$ cat src/rtl/flash_status_pkg.sv
package flash_status_pkg;

    typedef enum logic [1:0] {
        MODE_IDLE = 2'd0,
        MODE_RUN  = 2'd1,
        MODE_SUSP = 2'd2,
        MODE_FAIL = 2'd3
    } mode_e;

    typedef struct packed {
        mode_e mode;
        logic  is_erase;
        logic  err;
    } ctrl_s;

    typedef struct packed {
        logic t6;
        logic t2;
    } tog_s;

    localparam int unsigned BIT_MODE_TOG = 6;
    localparam int unsigned BIT_ERR      = 5;
    localparam int unsigned BIT_SECT_TOG = 2;

endpackage

$ cat src/rtl/fsg_sector_decode.sv
module fsg_sector_decode #(
    parameter int unsigned ADDR_W   = 12,
    parameter int unsigned SEC_BITS = 4,
    localparam int unsigned NSEC    = 1 << SEC_BITS,
    localparam int unsigned SEC_LSB = ADDR_W - SEC_BITS
) (
    input  logic [ADDR_W-1:0] rd_addr,
    input  logic [NSEC-1:0]   sel_mask,
    output logic              hit
);
    logic [SEC_BITS-1:0] idx;
    logic [NSEC-1:0]     match;

    assign idx = rd_addr[ADDR_W-1:SEC_LSB];

    for (genvar g = 0; g < NSEC; g++) begin : g_sec
        assign match[g] = sel_mask[g] && (idx == SEC_BITS'(g));
    end

    assign hit = |match;
endmodule

$ cat src/rtl/fsg_pulse_counter.sv
module fsg_pulse_counter #(
    parameter int unsigned PULSE_W = 8
) (
    input  logic               clk,
    input  logic               rst_n,
    input  logic               clear,
    input  logic               tick_en,
    input  logic [PULSE_W-1:0] limit,
    output logic               over
);
    logic [PULSE_W-1:0] cnt_d, cnt_q;
    logic [PULSE_W:0]   cnt_nx;

    assign cnt_nx = {1'b0, cnt_q} + {{PULSE_W{1'b0}}, 1'b1};
    assign over   = tick_en && (cnt_nx > {1'b0, limit});

    always_comb begin
        cnt_d = cnt_q;
        if (clear) begin
            cnt_d = '0;
        end else if (tick_en && (cnt_q != '1)) begin
            cnt_d = cnt_nx[PULSE_W-1:0];
        end
    end

    always_ff @(posedge clk or negedge rst_n) begin
        if (!rst_n) cnt_q <= '0;
        else        cnt_q <= cnt_d;
    end
endmodule

$ cat src/rtl/fsg_ctrl.sv
module fsg_ctrl
    import flash_status_pkg::*;
#(
    parameter int unsigned NSEC = 16
) (
    input  logic            clk,
    input  logic            rst_n,
    input  logic            op_start,
    input  logic            op_is_erase,
    input  logic [NSEC-1:0] erase_mask,
    input  logic            suspend_req,
    input  logic            resume_req,
    input  logic            op_done,
    input  logic            over,
    input  logic            prog_clash,
    input  logic            reset_cmd,
    output mode_e           mode,
    output logic            err,
    output logic            start_ok,
    output logic [NSEC-1:0] sel_mask
);
    ctrl_s           st_d, st_q;
    logic [NSEC-1:0] mask_d, mask_q;

    always_comb begin
        st_d     = st_q;
        mask_d   = mask_q;
        start_ok = 1'b0;
        unique case (st_q.mode)
            MODE_IDLE: begin
                if (op_start) begin
                    st_d.mode     = MODE_RUN;
                    st_d.is_erase = op_is_erase;
                    st_d.err      = 1'b0;
                    mask_d        = op_is_erase ? erase_mask : '0;
                    start_ok      = 1'b1;
                end
            end
            MODE_RUN: begin
                if (op_done) begin
                    st_d.mode = MODE_IDLE;
                    mask_d    = '0;
                end else if (over || (prog_clash && !st_q.is_erase)) begin
                    st_d.mode = MODE_FAIL;
                    st_d.err  = 1'b1;
                end else if (suspend_req && st_q.is_erase) begin
                    st_d.mode = MODE_SUSP;
                end
            end
            MODE_SUSP: begin
                if (resume_req) st_d.mode = MODE_RUN;
            end
            MODE_FAIL: begin
                if (reset_cmd) begin
                    st_d.mode = MODE_IDLE;
                    st_d.err  = 1'b0;
                    mask_d    = '0;
                end
            end
            default: st_d.mode = MODE_IDLE;
        endcase
    end

    always_ff @(posedge clk or negedge rst_n) begin
        if (!rst_n) begin
            st_q   <= '{mode: MODE_IDLE, is_erase: 1'b0, err: 1'b0};
            mask_q <= '0;
        end else begin
            st_q   <= st_d;
            mask_q <= mask_d;
        end
    end

    assign mode     = st_q.mode;
    assign err      = st_q.err;
    assign sel_mask = mask_q;
endmodule

$ cat src/rtl/fsg_toggle.sv
module fsg_toggle
    import flash_status_pkg::*;
(
    input  logic  clk,
    input  logic  rst_n,
    input  logic  clear,
    input  logic  rd,
    input  mode_e mode,
    input  logic  hit,
    output logic  t6,
    output logic  t2
);
    tog_s tg_d, tg_q;
    logic running, live;

    assign running = (mode == MODE_RUN) || (mode == MODE_FAIL);
    assign live    = running || (mode == MODE_SUSP);

    always_comb begin
        tg_d = tg_q;
        if (clear) begin
            tg_d = '0;
        end else if (rd) begin
            if (running)     tg_d.t6 = ~tg_q.t6;
            if (live && hit) tg_d.t2 = ~tg_q.t2;
        end
    end

    always_ff @(posedge clk or negedge rst_n) begin
        if (!rst_n) tg_q <= '0;
        else        tg_q <= tg_d;
    end

    assign t6 = tg_q.t6;
    assign t2 = tg_q.t2;
endmodule

$ cat src/rtl/flash_status_gen.sv
module flash_status_gen
    import flash_status_pkg::*;
#(
    parameter int unsigned ADDR_W   = 12,
    parameter int unsigned SEC_BITS = 4,
    parameter int unsigned PULSE_W  = 8,
    parameter int unsigned DATA_W   = 8
) (
    input  logic                      clk,
    input  logic                      rst_n,
    input  logic                      op_start,
    input  logic                      op_is_erase,
    input  logic [(1<<SEC_BITS)-1:0]  erase_mask,
    input  logic                      suspend_req,
    input  logic                      resume_req,
    input  logic                      op_done,
    input  logic                      pulse_tick,
    input  logic [PULSE_W-1:0]        pulse_limit,
    input  logic                      prog_clash,
    input  logic                      reset_cmd,
    input  logic                      oe_rd,
    input  logic                      ce_rd,
    input  logic [ADDR_W-1:0]         rd_addr,
    input  logic [DATA_W-1:0]         array_data,
    output logic [DATA_W-1:0]         dout,
    output logic                      busy
);
    localparam int unsigned NSEC = 1 << SEC_BITS;

    mode_e             mode_w;
    logic              err_w, start_ok, over, sec_hit, rd, t6_w, t2_w, show;
    logic [NSEC-1:0]   sel_mask;
    logic [DATA_W-1:0] status, dout_d, dout_q;

    assign rd = oe_rd | ce_rd;

    fsg_sector_decode #(.ADDR_W(ADDR_W), .SEC_BITS(SEC_BITS)) u_dec (
        .rd_addr (rd_addr),
        .sel_mask(sel_mask),
        .hit     (sec_hit)
    );

    fsg_pulse_counter #(.PULSE_W(PULSE_W)) u_cnt (
        .clk    (clk),
        .rst_n  (rst_n),
        .clear  (start_ok),
        .tick_en(pulse_tick && (mode_w == MODE_RUN)),
        .limit  (pulse_limit),
        .over   (over)
    );

    fsg_ctrl #(.NSEC(NSEC)) u_ctrl (
        .clk        (clk),
        .rst_n      (rst_n),
        .op_start   (op_start),
        .op_is_erase(op_is_erase),
        .erase_mask (erase_mask),
        .suspend_req(suspend_req),
        .resume_req (resume_req),
        .op_done    (op_done),
        .over       (over),
        .prog_clash (prog_clash),
        .reset_cmd  (reset_cmd),
        .mode       (mode_w),
        .err        (err_w),
        .start_ok   (start_ok),
        .sel_mask   (sel_mask)
    );

    fsg_toggle u_tog (
        .clk  (clk),
        .rst_n(rst_n),
        .clear(start_ok),
        .rd   (rd),
        .mode (mode_w),
        .hit  (sec_hit),
        .t6   (t6_w),
        .t2   (t2_w)
    );

    assign show = (mode_w == MODE_RUN) || (mode_w == MODE_FAIL) ||
                  ((mode_w == MODE_SUSP) && sec_hit);

    always_comb begin
        status               = '0;
        status[BIT_MODE_TOG] = t6_w;
        status[BIT_ERR]      = err_w;
        status[BIT_SECT_TOG] = t2_w;
        dout_d = dout_q;
        if (rd) dout_d = show ? status : array_data;
    end

    always_ff @(posedge clk or negedge rst_n) begin
        if (!rst_n) dout_q <= '0;
        else        dout_q <= dout_d;
    end

    assign dout = dout_q;
    assign busy = (mode_w != MODE_IDLE);
endmodule

$ cat config.mk
export PLATFORM = sky130hd
export DESIGN_NAME = flash_status_gen
export DESIGN_NICKNAME = d
export VERILOG_FILES = /design/src/rtl/flash_status_pkg.sv /design/src/rtl/fsg_sector_decode.sv /design/src/rtl/fsg_pulse_counter.sv /design/src/rtl/fsg_ctrl.sv /design/src/rtl/fsg_toggle.sv /design/src/rtl/flash_status_gen.sv
export SDC_FILE = /design/constraint.sdc
export NUM_CORES = 1
export LEC_CHECK = 0
export ABC_AREA = 1
export BUFFER_PORTS_ARGS = -buffer_cell sky130_fd_sc_hd__clkbuf_2
export CAP_MARGIN = 15
export CORE_UTILIZATION = 50
export DETAILED_ROUTE_END_ITERATION = 16
export PLACE_DENSITY = 0.76
export SYNTH_ARGS = -nofsm -noshare
export SYNTH_HDL_FRONTEND = slang
export SYNTH_HIERARCHICAL = 1
export SYNTH_SLANG_ARGS = --single-unit
$ cat constraint.sdc
create_clock -name clk -period 3.3 [get_ports clk]
set_input_delay 0.165 -clock clk [delete_from_list [all_inputs] [get_ports clk]]
set_output_delay 0.165 -clock clk [all_outputs]
set_load 0.02 [all_outputs]
-- Word-level counts from Yosys, hierarchy flattened
Cells that the tools add are included.
- reduce and logical (&&, ||, !) cells: 43
- eq/ne operators: 26
- bitwise gates (word level): 3
- order comparisons: 1
- muxes and demuxes: 25
- $add $sub $neg: 1
- operators by type and width (cell ; number):
    16-bit two-way mux ; 4
    16-bit case mux with 3 select lines ; 1
    4-bit equality test, second input constant ; 8
    8-bit two-way mux ; 3
    1-bit logical AND ; 23
    4-bit by 3-bit equality test with 1-bit output, second input constant ; 4
    16-bit OR reduction ; 1
    2-bit two-way mux ; 7
    2-bit inequality test, second input constant ; 5
    2-bit nonzero test ; 5
    8-bit by 1-bit adder with 9-bit output, second input constant ; 1
    9-bit by 8-bit > comparator with 1-bit output ; 1
    4-bit by 2-bit equality test with 1-bit output, second input constant ; 2
    8-bit inequality test, second input constant ; 1
    2-bit case mux with 4 select lines ; 1
    4-bit AND reduction ; 2
    1-bit two-way mux ; 7
    2-bit AND reduction ; 3
    5-bit AND reduction ; 1
    2-bit equality test, second input constant ; 2
    4-bit by 1-bit equality test with 1-bit output, second input constant ; 1
    4-bit logical NOT ; 1
    1-bit logical OR ; 4
    4-bit two-way mux ; 1
    other kinds (9) ; 10
- output and inout bits: 9
- logic and storage cells: 107
- flip-flop bits (word level): 38
- bits of input ports: 56

-- Longest topological paths before layout
Gate-level depths: netlist of the first run.
- depth in word-level cells: 7
- depth in mapped cells: 20
- depth with buffers taken out: 20

-- Modules after synthesis
The synthesis of the first run kept the hierarchy.
- modules (own cells, without submodules) (module ; sequential area each (sq um) ; area an instance (sq um) ; cells an instance ; times used):
    fsg_ctrl ; 500.5 ; 1086.0 ; 126 ; 1
    fsg_pulse_counter ; 200.2 ; 750.7 ; 113 ; 1
    flash_status_gen ; 200.2 ; 414.1 ; 54 ; 1
    fsg_sector_decode ; 0.0 ; 206.4 ; 46 ; 1
    fsg_toggle ; 50.0 ; 110.1 ; 16 ; 1

-- Least setup slack after synthesis of the first run
OpenSTA, ideal clock, no wires.
- path kind: flip-flop to flip-flop
- from: register u_cnt.cnt_q[0]
- to: register u_ctrl.st_q, in the netlist u_ctrl/mode[1]
- cell stages (with the launch flop): 17
- buffers on the path: 0
- setup slack: 1160 ps
- arrival time: 2012 ps
- path through: dfrtp_1 -> ha_1 -> nand3_1 -> xor2_1 -> inv_1 -> ha_1 -> nand2_1 -> nor2_1 -> nand2_1 -> nand3_1 -> nand2_1 -> a21oi_1 -> inv_1 -> nand2_1 -> nor2_1 -> nor2_1 -> o21ai_0
- word-level cells in the longest chain between the ends: 7
- elaborated cells between the ends (all ways): 9
- classes of those cells: add/sub (1); order compare (1); eq/ne (1); mux (3); reduce/logical (3)
- RTL lines (item ; RTL line ; source):
    start, declared ; fsg_pulse_counter.sv:11 ; logic [PULSE_W-1:0] cnt_d, cnt_q;
    start signal, assigned ; fsg_pulse_counter.sv:28 ; else cnt_q <= cnt_d;
    8-bit by 1-bit adder with 9-bit output * ; fsg_pulse_counter.sv:14 ; assign cnt_nx = {1'b0, cnt_q} + {{PULSE_W{1'b0}}, 1'b1};
    9-bit by 8-bit > comparator with 1-bit output * ; fsg_pulse_counter.sv:15 ; assign over = tick_en && (cnt_nx > {1'b0, limit});
    1-bit logical AND * ; fsg_pulse_counter.sv:15 ;
    via over ; flash_status_gen.sv:31 ; logic err_w, start_ok, over, sec_hit, rd, t6_w, t2_w, show;
    1-bit logical OR * ; fsg_ctrl.sv:43 ; end else if (over || (prog_clash && !st_q.is_erase)) begin
    2-bit two-way mux ; fsg_ctrl.sv:43 ;
    2-bit two-way mux ; fsg_ctrl.sv:40 ; if (op_done) begin
    2-bit case mux with 4 select lines ; fsg_ctrl.sv:29 ; unique case (st_q.mode)
    end signal, assigned ; fsg_ctrl.sv:66 ; st_q <= '{mode: MODE_IDLE, is_erase: 1'b0, err: 1'b0};
    end signal, assigned ; fsg_ctrl.sv:69 ; st_q <= st_d;
    end, declared ; fsg_ctrl.sv:22 ; ctrl_s st_d, st_q;
The timed path passes the listed nets; every way through them passes the cells marked *.
A chain may end at the register's enable or synchronous reset.

-- Final worst setup path of the first run
- from: register u_cnt.cnt_q[0]
- to: register u_ctrl.st_q, in the netlist u_ctrl/mode[0]
The elaborated chain is that of the path after synthesis.

==> flow_metrics.env, run 1 <==
export IMPL_run_status="finished clean"
export IMPL_fraction_of_layout_cells_with_a_size_suffix_above_1=0.2457
export IMPL_worstPathArrival_ns=2.74
export IMPL_finalSetupTns_ns=0
export IMPL_timing_reg2reg_worst_path_depth=19
export IMPL_wl_per_cell_um=10.70
export IMPL_fp_dieArea_sq_um=5426
export IMPL_seq_power_share=0.326
export IMPL_worst_path_max_fanout=4
export IMPL_power_density_nw_per_um2=816.5
export IMPL_crit_path_start_kind="flip-flop"
export IMPL_grt_antenna_before_repair=0
export IMPL_critical_path_reg2reg_startpoint="u_cnt/cnt_q[0]"
export IMPL_detail_route_iter0_violations=105
export IMPL_number_of_optimization_iterations_in_the_first_detailed_route_pass=4
export IMPL_postCtsResizedCells=0
export IMPL_ioPinCount=65
export IMPL_synth_top_cells_by_count="nand2_1 (121), inv_1 (43), nor2_1 (42)"
export IMPL_fill_cells=475
export IMPL_synth_top_area_share=0.3704
export IMPL_power_combinational_fraction=0.478
export IMPL_post_cts_repair_setup_buffers=0
export IMPL_worstReg2RegEnd="u_ctrl/mode[0]"
export IMPL_total_power_mw=2.450
export IMPL_avgSynthCellArea_sq_um=7.232
export IMPL_clock_power_share=0.196
export IMPL_rrSetupSlack_ns=0.79
export IMPL_clockBufferDepth=2
export IMPL_internal_dissipation_mw=1.387
export IMPL_crit_path_cell_trace="ha_1 > nand3_1 > nor2_1 > nand2_1 > nand2_1 > nand2_1 > ha_1 > nand2_1 > nor2_1 > nor2_1 > nand2_1 > inv_1 > a21oi_1 > inv_1 > nand2_1 > nor2_1 > nor2_1 > nand3_1 > nand2_1"
export IMPL_via_count=2244
export IMPL_tritoncts_clock_tree="built"
export IMPL_clock_skew_final_ns=0.01193
export IMPL_floorplan_rows=25
export IMPL_placeableCoreArea_sq_um=4817
export IMPL_num_antenna_cells=0
export IMPL_placed_instances=470
export IMPL_timing_final_hold_violations=0
export IMPL_endpoint_kind="flip-flop"
export IMPL_post_cts_hold_buffer_count=0
export IMPL_drv_max_cap_violation_count=0
export IMPL_area_of_the_multi_input_gates_sq_um=1353
export IMPL_power_static_leakage_nw=1.667
export IMPL_synth_top_cells_by_area="dfrtp_1 (37%), nand2_1 (18%), ha_1 (7.3%)"
export IMPL_synth_largest_area_cell="dfrtp_1"
export IMPL_numClockSinks=38
export IMPL_synth_edf_count=0
export IMPL_synthFlopType="dfrtp_1"
export IMPL_period_minus_slack_ns=2.509
export IMPL_p_switching_mw=1.063
export IMPL_portBuffers=56
export IMPL_vias_per_cell=4.695
export IMPL_synth_cell_type_count=25
export IMPL_worstMarginPinSlew_ns=0.9685
export IMPL_timing_max_slew_rel_slack=0.3543
export IMPL_floorplan_die_height_um=73.66
export IMPL_grt_start_max_net_pins=39
export IMPL_synth_sequential_area_ratio=0.3704
export IMPL_setup_crit_start="u_cnt/cnt_q[0]"
export IMPL_fraction_of_registers_with_async_set_reset=1.000
export IMPL_final_max_slew_violation_count=0
export IMPL_clk_pin_slew_worst_paths_ns=0.08
export IMPL_crit_type="reg -> reg"
export IMPL_power_ir_vdd_worst_uv=688.1
export IMPL_grt_total_usage=0.2041
export IMPL_layout_nets=481
export IMPL_worst_path_max_delay_cell="dfrtp_1"
export IMPL_synth_nets=426
export IMPL_first_global_vias=2081
export IMPL_numCtsBuffers=5
export IMPL_timing_fmax_mhz=398.6
export IMPL_period_share=0.7603
export IMPL_holdCritPathClass="in -> async"
export IMPL_h_tree_depth=2
export IMPL_flow_area_growth_from_synthesis_pct=16.86
export IMPL_insertion_delay_ns=0.30
export IMPL_finalSetupViolations=0
export IMPL_synth_cells=355
export IMPL_ys_seq_elements=38
export IMPL_root_buffer="clkbuf_8"
export IMPL_fin_cells=478
export IMPL_drc=0
export IMPL_swShare=0.4337
export IMPL_register_cell_area_after_layout_sq_um=950.9
export IMPL_first_pass_grt_wire_length_um=8535
export IMPL_initial_utilization=0.5330
export IMPL_globalplace_congestion=0.8558
export IMPL_synthesis_area_sq_um=2567
export IMPL_synth_most_common_cell="nand2_1"
export IMPL_die_w_um=73.66
export IMPL_global_route_overflow_total=0
export IMPL_antenna_left=0
export IMPL_drt_wl_total_um=5113
export IMPL_crit_required_ns=3.53
export IMPL_cp_slowest_stage_delay_ns=0.42
export IMPL_unrepaired_setup_endpoints_after_global_routing="no"
export IMPL_place_detailed_hpwl_um=3874
export IMPL_path_common_cell="nand2_1"
export IMPL_yosys_warnings=6
-- kinds of logic (layout without fill, tap and decap cells) --
family | after synthesis | in the layout | synth area share
AO/OA/AOI/OAI | 28 | 28 | 0.07651
XOR/XNOR | 3 | 3 | 0.01024
adder cells (fa/ha/maj) | 15 | 15 | 0.07310
buffers and inverters | 58 | 114 | 0.1028
flip-flops | 38 | 38 | 0.3704
AND/OR/NAND/NOR | 213 | 213 | 0.3670
-- state kept, by name, summed over array words and instances, names as in the netlist --
name and flops:
dout 8, u_tog/t2 1, u_ctrl/sel_mask 16, u_tog/t6 1
u_cnt/cnt_q 8, u_ctrl/mode 2, u_ctrl/err 1, u_ctrl/st_q 1
-- area by class of cell --
cell class,instances,share of cell area
inverter,50,0.06505
clock inverter,3,0.02294
tap,67,0.02794
multi-input combinational,259,0.4508
timing repair buffer,56,0.09341
sequential,38,0.3169
clock buffer,5,0.02294
-- worst max-delay path by stage --
stage	endpoint	slack, ns	depth (start not counted)
3_5_place_dp	u_ctrl/mode[1]	0.85	18
5_1_grt	u_ctrl/mode[0]	0.42	19
6_report	u_ctrl/mode[0]	0.79	19
2_1_floorplan	u_ctrl/mode[1]	1.16	16
4_1_cts	u_ctrl/mode[0]	0.79	19
3_3_place_gp	u_ctrl/mode[1]	0.93	18
-- critical path, delay by kind of cell (launching register included) --
family | cells | cell delay, ns
flip-flops | 1 | 0.42
AND/OR/NAND/NOR | 14 | 1.26
adder cells (fa/ha/maj) | 2 | 0.53
buffers and inverters | 2 | 0.08
AO/OA/AOI/OAI | 1 | 0.16
-- power by group through the flow --
stage               clock [mW]  sequential [mW]  combinational, mW
floorplan                    0            0.814              0.971
global placement             0            0.804               1.13
detailed placement           0            0.809               1.17
CTS                      0.490            0.800               1.18
global route             0.507            0.823               1.33
finish                   0.481            0.799               1.17
-- per-stage QoR --
step / hold slack (ns) / utilization / instance area, sq um / setup WS, ns
2_1_floorplan: -0.1306 / - / 2567 / 1.160
3_3_place_gp: 0.3569 / 0.5943 / 2863 / 0.9265
3_5_place_dp: 0.3634 / 0.5943 / 2863 / 0.8473
6_report: 0.001326 / 0.6229 / 3000 / 0.7911
5_1_grt: 0.07446 / 0.6229 / 3000 / 0.4218
4_1_cts: 0.03593 / 0.6229 / 3000 / 0.7867
-- metal layers --
metal | global-route usage | share of wire | wire length (um) | vias to the layer above
met5 | 0 | 0 | 0 | -
met4 | 0.06410 | 0.012 | 60 | 0
met3 | 0.04664 | 0.041 | 210 | 7
met2 | 0.3619 | 0.48 | 2465 | 44
met1 | 0.2439 | 0.46 | 2376 | 988
li1 | - | - | - | 1205
-- placed cells by master (no fill, tap or decap) --
master and n:
nand2_1 121, clkbuf_2 56, inv_1 43, nor2_1 42, dfrtp_1 38, nand3_1 32
ha_1 15, a21oi_2 14, a21oi_1 7, inv_2 5, clkbuf_8 5, nor2_4 4
nand2_4 4, nand2_2 3, nand3b_1 3, xor2_1 3, o21ai_1 3, o21ai_0 3
bufinv_16 2, clkinv_4 2, nor2_2 2, inv_4 1, nand3_2 1, o21ai_2 1
nor3_4 1
No activity file was read; power rests on OpenSTA's default activity.
==> run 2: changes to the inputs <==
- CORE_UTILIZATION: 50 -> 48
- clock period: 3.3 -> 2.21 ns (I/O delays scaled with it)
==> flow_metrics.env, run 2 (synthesized netlist as in run 1, its figures left out) <==
export IMPL_num_antenna_cells=0
export IMPL_highest_layer="met4"
export IMPL_crit_path_start_kind="flip-flop"
export IMPL_power_density_nw_per_um2=1162
export IMPL_power_ir_vdd_worst_uv=675.7
export IMPL_fraction_of_layout_cells_with_a_size_suffix_above_1=0.3050
export IMPL_clockBufferDepth=2
export IMPL_layout_nets=493
export IMPL_worstReg2RegEnd="u_ctrl/err"
export IMPL_setup_ws_ns=-0.06446
export IMPL_insertion_delay_ns=0.29
export IMPL_wl_per_cell_um=10.90
export IMPL_portBuffers=56
export IMPL_tritoncts_clock_tree="built"
export IMPL_place_detailed_hpwl_um=3902
export IMPL_timing_fmax_mhz=439.7
export IMPL_worst_path_max_fanout=3
export IMPL_first_pass_grt_wire_length_um=8928
export IMPL_period_minus_slack_ns=2.274
export IMPL_timing_max_slew_rel_slack=0.3622
export IMPL_grt_start_max_net_pins=39
export IMPL_worstPathArrival_ns=2.46
export IMPL_vias_per_cell=4.698
export IMPL_m1WireLength_um=2386
export IMPL_critical_path_reg2reg_startpoint="u_cnt/cnt_q[1]"
export IMPL_h_tree_depth=2
export IMPL_finalSetupViolations=3
export IMPL_first_global_vias=2170
export IMPL_grt_antenna_before_repair=0
export IMPL_unrepaired_setup_endpoints_after_global_routing="yes"
export IMPL_via_count=2316
export IMPL_total_power_mw=3.678
export IMPL_whs_ns=0.04067
export IMPL_initial_utilization=0.4995
export IMPL_grt_total_usage=0.2075
export IMPL_power_static_leakage_nw=1.721
export IMPL_largest_register_ff_count=16
export IMPL_violations="negative setup slack"
export IMPL_detail_route_iter0_violations=94
export IMPL_clk_pin_slew_worst_paths_ns=0.08
export IMPL_drc=0
export IMPL_globalplace_congestion=0.8065
export IMPL_timing_reg2reg_worst_path_depth=20
export IMPL_die_w_um=75.14
export IMPL_clock_skew_final_ns=0.007109
export IMPL_numCtsBuffers=5
export IMPL_min_delay_path_depth=3
export IMPL_endpoint_kind="flip-flop"
export IMPL_hold_path_startpoint="array_data[3]"
export IMPL_flow_area_growth_from_synthesis_pct=23.25
export IMPL_routed_wl_met2_um=2717
export IMPL_antenna_left=0
export IMPL_drt_wl_total_um=5372
export IMPL_floorplan_rows=26
export IMPL_worstMarginPinSlew_ns=0.9567
export IMPL_whs_endpoint="dout[3]"
export IMPL_floorplan_die_height_um=75.14
export IMPL_global_route_overflow_total=0
export IMPL_period_share=1.029
export IMPL_run_status="complete, but fails checks"
export IMPL_timing_final_hold_violations=0
export IMPL_crit_required_ns=2.39
export IMPL_fp_dieArea_sq_um=5645
export IMPL_numClockSinks=38
export IMPL_routed_length_on_met3_um=202
export IMPL_layout_commonest_cell="nand2_1"
export IMPL_drv_max_cap_violation_count=0
export IMPL_crit_type="reg -> reg"
export IMPL_placeableCoreArea_sq_um=5140
export IMPL_mostFrequentLayoutCells="nand2_1 (115), clkbuf_2 (56), inv_1 (42), nor2_1 (38), dfrtp_1 (38)"
export IMPL_final_max_slew_violation_count=0
export IMPL_holdCritPathClass="in -> reg"
export IMPL_root_buffer="clkbuf_8"
export IMPL_number_of_optimization_iterations_in_the_first_detailed_route_pass=4
export IMPL_ioPinCount=65
export IMPL_rrSetupSlack_ns=-0.06
## run 2: cell types whose count changed in the layout (fill, tap and decap cells not counted), sizes merged
cell,before,now
buf,0,11
dlygate4sd3,0,1
bufinv,2,1
clkinv,2,3
## run 2: report_power, final
part / total, mW / internal (mW) / leakage (nW) / switching (mW)
sequential: 1.17 / 0.992 / 0.477 / 0.175
combinational: 1.93 / 0.740 / 1.19 / 1.19
clock: 0.585 / 0.332 / 0.0579 / 0.253
## run 2: critical path: stages, from the launching register on
cell and delay (ns):
dfrtp_1 0.40, ha_2 0.21, nand3_2 0.08, nor2_2 0.13, nand2_1 0.05, nand2_1 0.06, nand2_2 0.08, ha_4 0.28
nand2_4 0.04, nor2_2 0.09, nor2_1 0.05, nand2_1 0.07, inv_2 0.04, a21oi_2 0.12, inv_1 0.07, nand2_2 0.11
nand2_2 0.06, nand2_2 0.06, nand2_1 0.06, nand2_1 0.06, nand2_1 0.04
## run 2: worst max path at each step
stage / from / end / slack [ns]
6_report: u_cnt/cnt_q[1] / u_ctrl/err / -0.06
5_1_grt: u_cnt/cnt_q[0] / u_ctrl/mode[0] / -0.25
4_1_cts: u_cnt/cnt_q[1] / u_ctrl/err / -0.04
3_5_place_dp: u_cnt/cnt_q[0] / u_ctrl/mode[0] / -0.1
3_3_place_gp: u_cnt/cnt_q[0] / u_ctrl/mode[1] / -0.03
2_1_floorplan: u_cnt/cnt_q[0] / u_ctrl/mode[1] / 0.07
## run 2: area by class of cell
type / instances / area, sq um
clock buffer: 5 / 68.82
clock inverter: 3 / 40.04
fill: 516 / 1976
inverter: 50 / 195.2
multi-input combinational: 259 / 1436
sequential: 38 / 950.9
tap: 70 / 87.58
timing repair buffer: 68 / 385.4
## run 2: per-stage QoR
step / instances / TNS [ns] / util / area (sq um) / setup WS, ns
after floorplan: 355 / 0 / - / 2567 / 0.06985
after global placement: 482 / -0.06461 / 0.5733 / 2947 / -0.03338
after detailed placement: 482 / -0.2546 / 0.5733 / 2947 / -0.09691
after CTS: 493 / -0.08133 / 0.6032 / 3100 / -0.03707
after global routing: 493 / -0.7149 / 0.6156 / 3164 / -0.2492
final: 493 / -0.1612 / 0.6156 / 3164 / -0.06446
## run 2: routing by layer
| layer | up-vias | track usage |
|---|---|---|
| met2 | 48 | 0.3724 |
| met5 | - | 0 |
| met4 | 0 | 0.06379 |
| li1 | 1221 | - |
| met3 | 7 | 0.04552 |
| met1 | 1040 | 0.2481 |
## run 2: repair_timing
| item | in CTS | in global routing |
|---|---|---|
| setup buffers | 2 | 0 |
| setup endpoints to repair | 3 | 3 |
| hold buffers | 1 | 0 |
| hold endpoints to repair | 26 | 0 |
| pin swaps | 11 | 10 |
| gates resized for setup | 7 | 12 |
